<file path="config.mk">
export PLATFORM = sky130hd
export DESIGN_NAME = spi_cmd_engine
export DESIGN_NICKNAME = d
export VERILOG_FILES = /design/src/rtl/spi_cmd_engine.sv
export SDC_FILE = /design/constraint.sdc
export NUM_CORES = 1
export LEC_CHECK = 0
export BUFFER_PORTS_ARGS = -buffer_cell sky130_fd_sc_hd__buf_2
export CAP_MARGIN = 40
export CORE_MARGIN = 2
export CORE_UTILIZATION = 55
export DETAILED_ROUTE_END_ITERATION = 16
export PLACE_DENSITY = 0.76
export SLEW_MARGIN = 30
export SYNTH_ARGS = -nofsm -noshare
export SYNTH_HDL_FRONTEND = slang
export SYNTH_SLANG_ARGS = --single-unit
</file>
<file path="constraint.sdc">
create_clock -name clk -period 6.85 [get_ports clk]
set_clock_uncertainty 0.05 [all_clocks]
set_input_delay 0.685 -clock clk [delete_from_list [all_inputs] [get_ports clk]]
set_output_delay 0.685 -clock clk [all_outputs]
set_load 0.1 [all_outputs]
</file>
<file path="src/rtl/spi_cmd_engine.sv">
module spi_cmd_engine #(
  parameter int          ADDR_W    = 32,
  parameter logic [31:0] CTRL_INIT = 32'h0000_0000
) (
  input  logic              clk,
  input  logic              rst_n,
  input  logic              bus_valid,
  input  logic              bus_we,
  input  logic              bus_ctrl,
  input  logic [ADDR_W-1:0] bus_addr,
  input  logic [1:0]        bus_nbytes,
  input  logic [31:0]       bus_wdata,
  output logic [31:0]       bus_rdata,
  output logic              bus_ack,
  input  logic              addr4_en,
  output logic              spi_sck,
  output logic              spi_cs_n,
  output logic [1:0]        spi_io_o,
  output logic [1:0]        spi_io_oe,
  input  logic [1:0]        spi_io_i
);

  typedef enum logic [1:0] {S_IDLE, S_SHIFT, S_ACK} st_t;
  typedef enum logic [1:0] {P_OP, P_ADDR, P_DUM, P_DATA} ph_t;

  st_t         st;
  ph_t         ph;
  logic [31:0] ctrl_q, rdata_q, addr_sh;
  logic        cmd_q, cs_act, a4_q, sck_q;
  logic [4:0]  div_cnt;
  logic [2:0]  clk_done, cnt;
  logic [1:0]  idx, nb_q;
  logic [7:0]  tx_sh, rx_sh;

  wire [1:0]  mode   = ctrl_q[1:0];
  wire        stop   = ctrl_q[2];
  wire [7:0]  opcode = ctrl_q[23:16];
  wire [2:0]  dummy  = {ctrl_q[14], ctrl_q[7:6]};
  wire [3:0]  dcode  = ctrl_q[11:8];
  wire [3:0]  iom    = ctrl_q[31:28];
  wire        fast   = (mode == 2'd1);
  wire        dual_d = fast && (iom == 4'b0010 || iom == 4'b0011);
  wire        dual_a = fast && (iom == 4'b0011);
  wire [31:0] addr32 = 32'(bus_addr);

  wire [4:0] divisor = dcode[3] ? {1'b0, ~dcode[2:0], 1'b1}
                                : {1'b0, ~dcode[2:0], 1'b0} + 5'd2;
  wire [4:0] eff     = (divisor < 5'd2) ? 5'd2 : divisor;
  wire [4:0] lo_len  = (eff + 5'd1) >> 1;
  wire [4:0] hi_len  = eff >> 1;

  wire cur_dual = (st == S_SHIFT) && cmd_q &&
                  ((ph == P_DATA && dual_d) || ((ph == P_ADDR || ph == P_DUM) && dual_a));
  wire [2:0] last_clk = cur_dual ? 3'd3 : 3'd7;

  assign spi_sck   = sck_q;
  assign spi_cs_n  = stop | ((mode == 2'd3) ? 1'b0 : !cs_act);
  assign spi_io_o  = cur_dual ? tx_sh[7:6] : {1'b0, tx_sh[7]};
  assign spi_io_oe = !cur_dual ? 2'b01 : ((ph == P_DATA) ? 2'b00 : 2'b11);
  assign bus_rdata = rdata_q;

  always_ff @(posedge clk or negedge rst_n) begin
    if (!rst_n) begin
      st <= S_IDLE;  ph <= P_OP;  ctrl_q <= CTRL_INIT;  rdata_q <= '0;
      bus_ack <= 1'b0;  cmd_q <= 1'b0;  cs_act <= 1'b0;  a4_q <= 1'b0;
      sck_q <= 1'b0;  div_cnt <= '0;  clk_done <= '0;  cnt <= '0;
      idx <= '0;  nb_q <= '0;  tx_sh <= 8'hFF;  rx_sh <= '0;  addr_sh <= '0;
    end else begin
      bus_ack <= 1'b0;
      unique case (st)
        S_IDLE: if (bus_valid) begin
          sck_q <= 1'b0;  div_cnt <= '0;  clk_done <= '0;  idx <= '0;  rdata_q <= '0;
          if (bus_ctrl) begin
            if (bus_we) ctrl_q <= bus_wdata;
            rdata_q <= ctrl_q;
            st      <= S_ACK;
            bus_ack <= 1'b1;
          end else if (stop || mode == 2'd2 || (mode != 2'd3 && bus_we)) begin
            st      <= S_ACK;
            bus_ack <= 1'b1;
          end else if (mode == 2'd3) begin
            cmd_q <= 1'b0;  ph <= P_DATA;  cnt <= '0;
            tx_sh <= bus_we ? bus_wdata[7:0] : 8'hFF;
            st    <= S_SHIFT;
          end else begin
            cmd_q   <= 1'b1;  cs_act <= 1'b1;  ph <= P_OP;  tx_sh <= opcode;
            a4_q    <= addr4_en;  nb_q <= bus_nbytes;
            addr_sh <= addr4_en ? addr32 : {addr32[23:0], 8'h00};
            st      <= S_SHIFT;
          end
        end
        S_SHIFT: begin
          if (!sck_q) begin
            if (div_cnt == lo_len - 5'd1) begin
              sck_q   <= 1'b1;
              div_cnt <= '0;
              rx_sh   <= cur_dual ? {rx_sh[5:0], spi_io_i[1], spi_io_i[0]}
                                  : {rx_sh[6:0], spi_io_i[1]};
            end else div_cnt <= div_cnt + 5'd1;
          end else if (div_cnt != hi_len - 5'd1) begin
            div_cnt <= div_cnt + 5'd1;
          end else begin
            sck_q   <= 1'b0;
            div_cnt <= '0;
            if (clk_done != last_clk) begin
              clk_done <= clk_done + 3'd1;
              tx_sh    <= cur_dual ? {tx_sh[5:0], 2'b11} : {tx_sh[6:0], 1'b1};
            end else begin
              clk_done <= '0;
              unique case (ph)
                P_OP: begin
                  ph      <= P_ADDR;
                  cnt     <= a4_q ? 3'd3 : 3'd2;
                  tx_sh   <= addr_sh[31:24];
                  addr_sh <= {addr_sh[23:0], 8'h00};
                end
                P_ADDR: begin
                  if (cnt != 3'd0) begin
                    cnt     <= cnt - 3'd1;
                    tx_sh   <= addr_sh[31:24];
                    addr_sh <= {addr_sh[23:0], 8'h00};
                  end else if (fast && dummy != 3'd0) begin
                    ph <= P_DUM;  cnt <= dummy - 3'd1;  tx_sh <= 8'hFF;
                  end else begin
                    ph <= P_DATA;  cnt <= {1'b0, nb_q};  tx_sh <= 8'hFF;
                  end
                end
                P_DUM: begin
                  tx_sh <= 8'hFF;
                  if (cnt != 3'd0) cnt <= cnt - 3'd1;
                  else begin
                    ph <= P_DATA;  cnt <= {1'b0, nb_q};
                  end
                end
                P_DATA: begin
                  rdata_q[{idx, 3'b000} +: 8] <= rx_sh;
                  idx   <= idx + 2'd1;
                  tx_sh <= 8'hFF;
                  if (cmd_q && cnt != 3'd0) cnt <= cnt - 3'd1;
                  else begin
                    cs_act  <= 1'b0;
                    st      <= S_ACK;
                    bus_ack <= 1'b1;
                  end
                end
              endcase
            end
          end
        end
        S_ACK: st <= S_IDLE;
        default: st <= S_IDLE;
      endcase
    end
  end

  AST_ACK_ONE_CYCLE: assert property (@(posedge clk) disable iff (!rst_n) bus_ack |=> !bus_ack);
  AST_SCK_NEEDS_CS: assert property (@(posedge clk) disable iff (!rst_n) spi_sck |-> !spi_cs_n);
  AST_CS_HELD_IN_CMD: assert property (@(posedge clk) disable iff (!rst_n) (st == S_SHIFT && cmd_q) |-> !spi_cs_n);
  AST_DUAL_RX_MODE: assert property (@(posedge clk) disable iff (!rst_n) (spi_io_oe == 2'b00) |-> (ctrl_q[1:0] == 2'd1 && ctrl_q[31:29] == 3'b001));
  AST_QUAD_IGNORED: assert property (@(posedge clk) disable iff (!rst_n) ctrl_q[30] |-> (spi_io_oe == 2'b01));
  AST_STOP_NO_SCK: assert property (@(posedge clk) disable iff (!rst_n) (ctrl_q[2] && st == S_IDLE) |=> !spi_sck);

endmodule

</file>
==> flow_summary_export.csv <==
group,metric,value,unit
status,status,"completed",
power,ir_drop,0.000346,V
synth,yosys_register_bits,136,
job,cap_violations,0,
critical_path,cp_max_fo,57,
critical_path,cp_cell_sequence,"nand2b_2 > buf_4 > nor4_2 > buf_4 > and2_1 > buf_2",
clock_tree,clock_latency,430,ps
critical_path,cp.required,6110,ps
placement,port_buffers,112,
power,power_density,514,mW/mm2
clock_tree,h-tree-depth,4,
synth,synthesis.area,0.00786,mm2
synth,yosysTopAreaCell,"dfrtp_1",
floorplanning,num_io_pins,113,
critical_path,path_delay_family,"simple AND/OR/NAND/NOR gates",
global_routing,antenna_found_initial,0,
synth,ys_async_sr_fraction,1.00,
detailed_routing,drt_iter0_markers,395,
synth,synth_area_leaders,"dfrtp_1 41%, mux2_2 12%, mux2_4 5.7%, mux2i_1 4.6%, a22o_1 3.8%",
critical_path,setup.worst_path.start_class,"flip-flop",
critical_path,critical_path_class,"reg2out",
sta,worstMarginPinSlew,814,ps
critical_path,path_buf_inv,3,
synth,yosys_warnings,0,
global_routing,track_usage,0.270,
global_routing,grt_max_degree,60,
sta,drv_slew,0,
synth,syn_inst,722,
synth,synth_cell_types,63,
clock_tree,clk_pin_slew,60,ps
floorplanning,die_h,124,um
clock_tree,cts_hold_buf,0,
clock_tree,postCtsSetupRepairBufs,0,
clock_tree,clockBufferDepth,2,
sta,finalHoldViolCount,0,
global_routing,grt_pass1_vias,6178,
floorplanning,die_area,0.0153,mm2
floorplanning,start_util,0.564,
sta,fin_crit,4350,ps
detailed_routing,drc_errors,0,
layout,synthToLayoutAreaGrowth,16.9,%
global_routing,grt_pass1_wl,31.7,mm
global_routing,globalRouteOverflowTotal,0,
detailed_routing,viasPerCell,6.04,
clock_tree,cts_root_buf,"clkbuf_16",
sta,fin_tns_setup,0,ps
critical_path,crit_path_frequent_cell,"buf_4",
sta,setup_viol,0,
clock_tree,cts_resized,0,
synth,synth_edf_count,0,
synth,synth_nets,813,
placement,dp_cells,984,
layout,n_antenna_cell,0,
critical_path,crit_arrival,3620,ps
detailed_routing,firstDrtPassIters,4,
synth,synth_most_common_cell,"dfrtp_1",
layout,final_nets,917,
detailed_routing,wl_per_cell,19.0,um
placement,routabilityCongestion,0.915,
layout,fin_cells,1019,
synth,synthFlopType,"dfrtp_1",
sta,max_freq,0.230,GHz
sta,fin_crit_sh,0.635,
detailed_routing,vias,6155,
floorplanning,rows,43,
floorplanning,die_x,124,um
clock_tree,cts_tree,"done",
detailed_routing,wl,19.4,mm
worst_hold_path,min_path_type,"in2async",
synth,ys_seq_area_frac,0.434,
clock_tree,numCtsBuffers,17,
synth,avgSynthCellArea,10.9,um2
detailed_routing,ant_nets,0,
critical_path,worstSetupEndpointType,"primary output",
synth,synth_top_area_share,0.408,
clock_tree,cts_sinks,136,
placement,dpl.hpwl,13.8,mm
power,leakage,0.00439,uW
floorplanning,core-area,0.0139,mm2
sta,max-slew-margin-rel,0.457,
synth,synthTopCellsByCount,"128 x dfrtp_1, 83 x mux2_2, 56 x nand2_1",
critical_path,slowest_stage,"dfrtp_1",
critical_path,cp_slowest_stage_delay,670,ps
sta,rsz0062_at_grt,"false",
layout,drive_above_1_share,0.350,
[through the flow]
| step | utilization | worst slack (ps) | cell area (um2) | power (uW) | hold WS [ps] |
|---|---|---|---|---|---|
| floorplan | - | 2980 | 7860 | 3300 | 339 |
| detailed placement | 0.616 | 2610 | 8580 | 3790 | 433 |
| CTS | 0.658 | 2570 | 9170 | 4720 | 184 |
| global route | 0.659 | 2210 | 9190 | 4970 | 204 |
| finish | 0.659 | 2500 | 9190 | 4720 | 166 |
| global placement | 0.613 | 2740 | 8550 | 3710 | 429 |
[final timing paths]
path                              startpoint           end  slack, ps  cells after the start
worst max-delay path                   st[0]  spi_io_oe[1]       2500                      6
min in group clk                bus_wdata[9]     ctrl_q[9]        420                      3
worst max register to register     ctrl_q[8]      rx_sh[1]       2580                     15
worst min register to register          a4_q          a4_q        450                      1
worst min-delay path                   rst_n      rx_sh[1]        170                      1
max in group asynchronous              rst_n      tx_sh[4]       5330                      3
[sequential cells by signal, summed over array words and instances, names as in the netlist, 3 cells and up]
register / cells
div_cnt: 5
ctrl_q: 32
addr_sh: 32
cnt: 3
tx_sh: 8
rx_sh: 8
clk_done: 3
bus_rdata: 32
[cells in the final DEF, fill, tap and decap left out, drive strengths merged, types with 9 or more instances in the layout]
master  count
dfrtp     128
buf       124
mux2      113
nand2      57
nor2       45
a21oi      45
mux2i      36
a22o       34
o21ai      25
inv        24
clkbuf     20
ha         17
and3       12
nand3b     10
nand3      10
nor4        9
[final cells by class]
cell class                 count  area, um2
timing repair buffer         126        678
multi-input combinational    522       4190
clock buffer                  19        443
fill                        1077       4750
sequential                   136       3410
clock inverter                13        148
tap                          180        225
inverter                      23       86.3
[cells by family (layout without fill, tap and decap cells)]
| kind of cell | count (synthesis) | in the layout | share of synthesized area |
|---|---|---|---|
| multiplexers | 149 | 149 | 0.222 |
| flip-flops | 136 | 136 | 0.434 |
| XOR/XNOR | 10 | 10 | 0.0153 |
| AND/OR/NAND/NOR | 190 | 190 | 0.122 |
| buffers and inverters | 64 | 181 | 0.0344 |
| AO/OA/AOI/OAI | 156 | 156 | 0.144 |
| adder cells (fa/ha/maj) | 17 | 17 | 0.0271 |
[routing by layer]
metal | track usage | vias up | share of wire
met5 | 0 | - | 0
met1 | 0.356 | 3064 | 0.44
met4 | 0.106 | 0 | 0.019
met3 | 0.0484 | 28 | 0.054
met2 | 0.443 | 209 | 0.49
li1 | - | 2854 | -
[power breakdown]
group | switching, uW | internal [uW]
clock | 363 | 548
combinational | 1530 | 832
sequential | 290 | 1160
total | 2180 | 2540
(Power assumes the default switching activity.)
